===== config.mk =====
export PLATFORM = sky130hd
export DESIGN_NAME = scan_com_gen
export DESIGN_NICKNAME = d
export VERILOG_FILES = /design/src/rtl/scan_pkg.sv /design/src/rtl/scan_duty_dec.sv /design/src/rtl/scan_line_ctr.sv /design/src/rtl/scan_seg_enc.sv /design/src/rtl/scan_com_gen.sv
export SDC_FILE = /design/constraint.sdc
export NUM_CORES = 1
export LEC_CHECK = 0
export ABC_AREA = 1
export BUFFER_PORTS_ARGS = -buffer_cell sky130_fd_sc_hd__buf_4
export CAP_MARGIN = 40
export CORE_ASPECT_RATIO = 1.75
export CORE_MARGIN = 2
export CORE_UTILIZATION = 35
export CTS_CLUSTER_SIZE = 8
export DETAILED_ROUTE_END_ITERATION = 16
export GPL_ROUTABILITY_DRIVEN = 0
export HOLD_SLACK_MARGIN = 0.03
export PLACE_DENSITY_LB_ADDON = 0.25
export SETUP_SLACK_MARGIN = 0.15
export SYNTH_ARGS = -nofsm -noshare
export SYNTH_HDL_FRONTEND = slang
export SYNTH_SLANG_ARGS = --single-unit

===== constraint.sdc =====
create_clock -name clk -period 2.85 [get_ports clk]
set_input_delay 0.285 -clock clk [delete_from_list [all_inputs] [get_ports clk]]
set_output_delay 0.285 -clock clk [all_outputs]
set_load 0.01 [all_outputs]

===== src/rtl/scan_pkg.sv =====
package scan_pkg;

   typedef enum logic [1:0] {
      LVL_VSS = 2'b00,
      LVL_V3  = 2'b01,
      LVL_V2  = 2'b10,
      LVL_V0  = 2'b11
   } seg_lvl_e;

   // number of common slots per frame for a duty select code
   function automatic int unsigned slots_for(input logic [2:0] sel);
      int unsigned n;
      case (sel)
         3'b111:  n = 81;
         3'b110:  n = 65;
         3'b101:  n = 55;
         3'b100:  n = 49;
         default: n = 33;
      endcase
      return n;
   endfunction

endpackage


===== src/rtl/scan_duty_dec.sv =====
module scan_duty_dec #(
   parameter int LINE_W = 7
) (
   input  logic [2:0]        duty_sel,
   output logic [LINE_W-1:0] last_idx,
   output logic              full_mode
);
   import scan_pkg::*;

   always_comb begin
      last_idx  = LINE_W'(slots_for(duty_sel) - 1);
      full_mode = (duty_sel == 3'b111);
   end

endmodule


===== src/rtl/scan_line_ctr.sv =====
module scan_line_ctr #(
   parameter int LINE_W     = 7,
   parameter int DATA_LINES = 80
) (
   input  logic              clk,
   input  logic              rst_n,
   input  logic              line_tick,
   input  logic [LINE_W-1:0] last_idx,
   input  logic              start_wr,
   input  logic [LINE_W-1:0] start_val,
   output logic [LINE_W-1:0] com_idx,
   output logic [LINE_W-1:0] line_addr,
   output logic              at_icon,
   output logic              frame_pol
);
   localparam logic [LINE_W-1:0] LINES_V   = LINE_W'(DATA_LINES);
   localparam logic [LINE_W-1:0] LAST_LINE = LINE_W'(DATA_LINES - 1);
   localparam bool_single_sub = ((2 ** LINE_W) <= 2 * DATA_LINES);

   logic [LINE_W-1:0] start_reg;
   logic [LINE_W-1:0] start_eff;
   logic [LINE_W-1:0] line_nxt;

   // fold the register into the addressable range
   generate
      if (bool_single_sub) begin : g_fold_sub
         assign start_eff = (start_reg >= LINES_V) ? start_reg - LINES_V : start_reg;
      end else begin : g_fold_mod
         assign start_eff = start_reg % LINES_V;
      end
   endgenerate

   assign at_icon  = (com_idx >= last_idx);
   assign line_nxt = (line_addr == LAST_LINE) ? '0 : line_addr + 1'b1;

   always_ff @(posedge clk or negedge rst_n) begin
      if (!rst_n) begin
         start_reg <= '0;
      end else if (start_wr) begin
         start_reg <= start_val;
      end
   end

   always_ff @(posedge clk or negedge rst_n) begin
      if (!rst_n) begin
         com_idx   <= '0;
         line_addr <= '0;
         frame_pol <= 1'b0;
      end else if (line_tick) begin
         if (at_icon) begin
            com_idx   <= '0;
            line_addr <= start_eff;
            frame_pol <= ~frame_pol;
         end else begin
            com_idx   <= com_idx + 1'b1;
            line_addr <= line_nxt;
         end
      end
   end

endmodule


===== src/rtl/scan_seg_enc.sv =====
module scan_seg_enc (
   input  logic       pix_bit,
   input  logic       rev_mode,
   input  logic       frame_pol,
   input  logic       pwr_save,
   output logic [1:0] seg_lvl
);
   import scan_pkg::*;

   seg_lvl_e lvl;
   logic     eff;

   always_comb begin
      eff = pix_bit ^ rev_mode;
      if (pwr_save)     lvl = LVL_VSS;
      else if (eff)     lvl = frame_pol ? LVL_V0 : LVL_VSS;
      else              lvl = frame_pol ? LVL_V2 : LVL_V3;
      seg_lvl = lvl;
   end

endmodule


===== src/rtl/scan_com_gen.sv =====
module scan_com_gen #(
   parameter int LINE_W     = 7,
   parameter int DATA_LINES = 80
) (
   input  logic              clk,
   input  logic              rst_n,
   input  logic              line_tick,
   input  logic [2:0]        duty_sel,
   input  logic              start_wr,
   input  logic [LINE_W-1:0] start_val,
   input  logic              pix_bit,
   input  logic              rev_mode,
   input  logic              pwr_save,
   output logic [LINE_W-1:0] fetch_addr,
   output logic              fetch_icon,
   output logic [LINE_W-1:0] com_idx,
   output logic              com_side,
   output logic              frame_pol,
   output logic [1:0]        seg_lvl
);
   localparam logic [LINE_W-1:0] ICON_ROW = LINE_W'(DATA_LINES);

   generate
      if (LINE_W < 7) begin : g_bad_width
         $error("scan_com_gen: LINE_W must be at least 7");
      end
      if (DATA_LINES < 80 || DATA_LINES >= (2 ** LINE_W)) begin : g_bad_lines
         $error("scan_com_gen: DATA_LINES must cover 80 rows and leave room for the icon row");
      end
   endgenerate

   logic [LINE_W-1:0] last_idx;
   logic              full_mode;
   logic [LINE_W-1:0] line_addr;
   logic              at_icon;

   scan_duty_dec #(.LINE_W(LINE_W)) u_duty (
      .duty_sel  (duty_sel),
      .last_idx  (last_idx),
      .full_mode (full_mode)
   );

   scan_line_ctr #(.LINE_W(LINE_W), .DATA_LINES(DATA_LINES)) u_ctr (
      .clk       (clk),
      .rst_n     (rst_n),
      .line_tick (line_tick),
      .last_idx  (last_idx),
      .start_wr  (start_wr),
      .start_val (start_val),
      .com_idx   (com_idx),
      .line_addr (line_addr),
      .at_icon   (at_icon),
      .frame_pol (frame_pol)
   );

   scan_seg_enc u_seg (
      .pix_bit   (pix_bit),
      .rev_mode  (rev_mode),
      .frame_pol (frame_pol),
      .pwr_save  (pwr_save),
      .seg_lvl   (seg_lvl)
   );

   assign fetch_icon = at_icon;
   assign fetch_addr = at_icon ? ICON_ROW : line_addr;
   assign com_side   = full_mode & com_idx[0];

endmodule


==> summary by stage <==
Outcome
The flow ran to the end, and the final reports show no timing, DRC or antenna violations.

Pwr
The total power draw is between 1.5 and 2 mW. Across the VDD grid, the largest voltage drop is a little over 0.0005 V. The analysis attributes to cell leakage a power of between 1 and 1.5 nW.

For this design the ratio of total power to cell area is around 830 mW/mm^2.

Final layout
The number of nets in the finished design is 281. Cells with a size suffix above 1 make up 18.2% of the layout. The area taken by flip-flops and latches is 551 um^2. Counting the fill cells in the layout gives ~430.

The number of inserted diodes is 0. The post-route core utilization is about 45%. Relative to the synthesized area, the layout overhead comes to 23.2%. The multi-input combinational cells in the finished layout cover a total of slightly above 800 um^2. The post-route non-filler standard cell count is between 300 and 400.

Timing
The tightest slew margin relative to the limit is 80.0%. Setup repair after global routing left no endpoint under its margin. The worst path needs between 2 and 2.5 ns of the cycle, external delays included. Derived from the worst setup path, the maximum achievable clock frequency is around 0.43 GHz.

The number of hold-slack violations in the final timing report was 0. Between clock sinks in the finished design, the worst skew comes to 0.00418 ns. The final number of setup-violating endpoints is 0. After layout, the worst setup slack is approximately 0.55 ns. The slew at the pin closest to its max-slew limit is between 0.2 and 0.3 ns.

Setup total negative slack on the finished layout was measured at 0 ns. The post-route clock period utilization is between 80% and 90%. The number of pins exceeding their max-slew limit in the final report is 0.

Synthesis
The most common cell in the synthesized netlist is sky130_fd_sc_hd__nand2_1. When the netlist entered floorplanning its net count stood at roughly 240. Synthesis instantiated 21 different standard cells from the library.

The synthesized netlist devotes between 5 and 6% of its cell area to compound gates. The average instance in the mapped netlist occupies roughly 6.9 um^2. In the synthesized netlist the dominant register cell turns out to be sky130_fd_sc_hd__dfrtp_1. The XOR/XNOR share of the synthesized area is between 4 and 5%. The dominant cell type by area after synthesis is sky130_fd_sc_hd__dfrtp_1.

Of the post-synthesis cell area, the dominant cell type holds between 30% and 40%. By count the netlist is led by 71 x sky130_fd_sc_hd__nand2_1, 34 x sky130_fd_sc_hd__inv_1, 23 x sky130_fd_sc_hd__nor2_1. Yosys attributes the largest share of cell area to sky130_fd_sc_hd__dfrtp_1 36%, sky130_fd_sc_hd__nand2_1 18%, sky130_fd_sc_hd__inv_1 8.4%. In this run, synthesis produced a sequential element count of 22. The number of instances in the synthesized netlist is 218. During synthesis, Yosys emitted a total of 0 warnings. The multiplexer share of the synthesized area is approximately 1.5%. The number of synthesized flops with an enable pin is 0. By area, the combinational part of the netlist is dominated by simple AND/OR/NAND/NOR gates. The adder and majority cell fraction of the synthesized area is roughly 7.4%. Summing the sequential cell areas from Yosys gives a little over a third of the chip area. Counting flops with an async set or reset pin after synthesis yields a share of 100%. The post-synthesis instance area is about 0.0015 mm^2. The post-synthesis simple-gate area fraction is between 30% and 40%.

Clock tree
TritonCTS built the clock tree. Post-CTS timing repair inserted 0 buffers for setup. In this run, post-CTS repair resized a total of 0 instances. After clock tree synthesis, the clock-pin slew on the worst setup and hold paths is around 0.08 ns. The root cell of the clock tree is sky130_fd_sc_hd__clkbuf_8. Counting every sink on the clock net gives 22. The clock latency reported for the late side of the worst-skew pair is roughly 0.26 ns.

Buffers inserted during clock tree synthesis total 3. The number of levels the H-tree was split into is 1. The buffer levels on the longest clock path is 2.

Job
Max-cap violations in this run came to 0.

Placed design
The HPWL after detailed placement is ~2.7 mm. The placed cell count is around 300. The count of port buffers added during placement is 35. At the placement stage, the worst setup path has a slack of 0.739 ns.

Die
The initial utilization of the core area, before any placement, comes to a little over a third. The number of cell rows is 31. The die covers between 0.004 and 0.005 mm^2. Measured along the y axis, the die boundary spans between 90 and 100 um. The total area inside the core boundary comes to 0.00415 mm^2. The die outline width is between 50 and 60 um. The top-level port count is 36.

Worst setup path
At the worst endpoint, the arrival time is 2.02 ns. The worst path required time is between 2 and 3 ns. Walking the worst path, the cells encountered are ha_1, nand2_1, inv_1, a21oi_4, nand3_4, inv_1, nand2_1, buf_4.

The category of the critical setup timing path is reg -> out. In this design, the stage delay of the slowest critical-path cell is about 0.42 ns. The worst setup path is captured at an output pin.

The largest individual stage delay along the critical path comes from the cell sky130_fd_sc_hd__dfrtp_1. Along the worst path, the maximum fanout reaches 16. The sort of element at the start of the critical path is a register.

Routing
The first detailed-routing pass ran for 6 iterations. The total via count after detailed routing is ~1,400. Dividing the detail-routed wire length by the instance count gives between 10 and 15 um. After detailed routing, the number of remaining DRC violations is 0. The antenna violation net count after detailed routing is 0. The detailed router's first-iteration violation count is 25.

The total wire length is between 3 and 4 mm. In the routed layout, each cell is associated on average with a via count of 4.72.

Global route
The first global-routing pass estimated about 6.0 mm of wire. The initial antenna violation count is 0. The total routing usage reported by global routing is ~16%.

The via count of the first global-routing pass was between 1,000 and 1,500. Summed over all layers, the global routing overflow is 0. Entering global routing, the biggest net connects 23 pins.

Worst hold path
The worst hold path belongs to the class in -> reg.
[critical path, delay by kind of cell (launching register included)]
family,cells,cell delay [ns]
flip-flops,1,0.42
AO/OA/AOI/OAI,1,0.22
adder cells (fa/ha/maj),1,0.35
buffers and inverters,3,0.36
AND/OR/NAND/NOR,3,0.40
[final timing paths]
path | startpoint | endpoint | slack [ns] | depth (start not counted)
setup / recovery | u_ctr.com_idx[6] | fetch_addr[6] | 0.55 | 8
hold / removal | start_val[4] | u_ctr.start_reg[4] | 0.22 | 3
setup reg to reg | u_ctr.com_idx[6] | u_ctr.com_idx[1] | 0.96 | 8
hold reg to reg | u_ctr.frame_pol | u_ctr.frame_pol | 0.52 | 2
max in group asynchronous | rst_n | u_ctr.com_idx[2] | 2.17 | 2
min in group asynchronous | rst_n | u_ctr.start_reg[4] | 0.45 | 2
[routing by layer]
metal / wire length (um) / track usage (%) / vias up
met2: 1900 / 29.5 / 36
li1: - / - / 744
met4: 37 / 5.13 / 0
met5: 0 / 0 / -
met1: 1420 / 17.6 / 641
met3: 174 / 2.63 / 4
[metrics by stage]
stage | cell area [um^2] | hold slack [ns]
global route | 1860 | 0.238
floorplan | 1510 | -0.0106
finish | 1860 | 0.222
global placement | 1810 | 0.195
detailed placement | 1810 | 0.198
CTS | 1860 | 0.224
[layout make-up]
class / instances / share of cell area [%]
multi-input cells: 157 / 43.3
flip-flops and latches: 22 / 29.5
repair buffers: 36 / 14.6
clock buffers: 3 / 2.22
inverters: 35 / 7.05
well taps: 49 / 3.29
[cell families after synthesis]
| logic type | Yosys count |
|---|---|
| DFF | 22 |
| AOI/OAI and AO/OA | 14 |
| and+or+nand+nor | 125 |
| muxes | 2 |
| buffers and inverters | 39 |
| xor gates and xnor gates | 7 |
| adders and majority gates | 9 |
[cells in the final DEF, fill, tap and decap left out, drive strengths merged, types with 3 or more instances in the layout]
| cell | count |
|---|---|
| xor2 | 5 |
| buf | 35 |
| nand2 | 73 |
| dfrtp | 22 |
| ha | 9 |
| clkbuf | 3 |
| nor2 | 23 |
| nand4 | 3 |
| nand3 | 23 |
| inv | 35 |
| o21ai | 12 |
[repair_timing]
action                                 CTS  global route
setup endpoints to repair                0             0
hold buffers                             1             0
endpoints found under the hold margin   22             0
[where the power goes]
group / switching [mW] / internal [mW]
clock: 0.102 / 0.0944
combinational: 0.440 / 0.354
sequential: 0.140 / 0.407
Note: power is estimated with default switching activity, not from simulation.
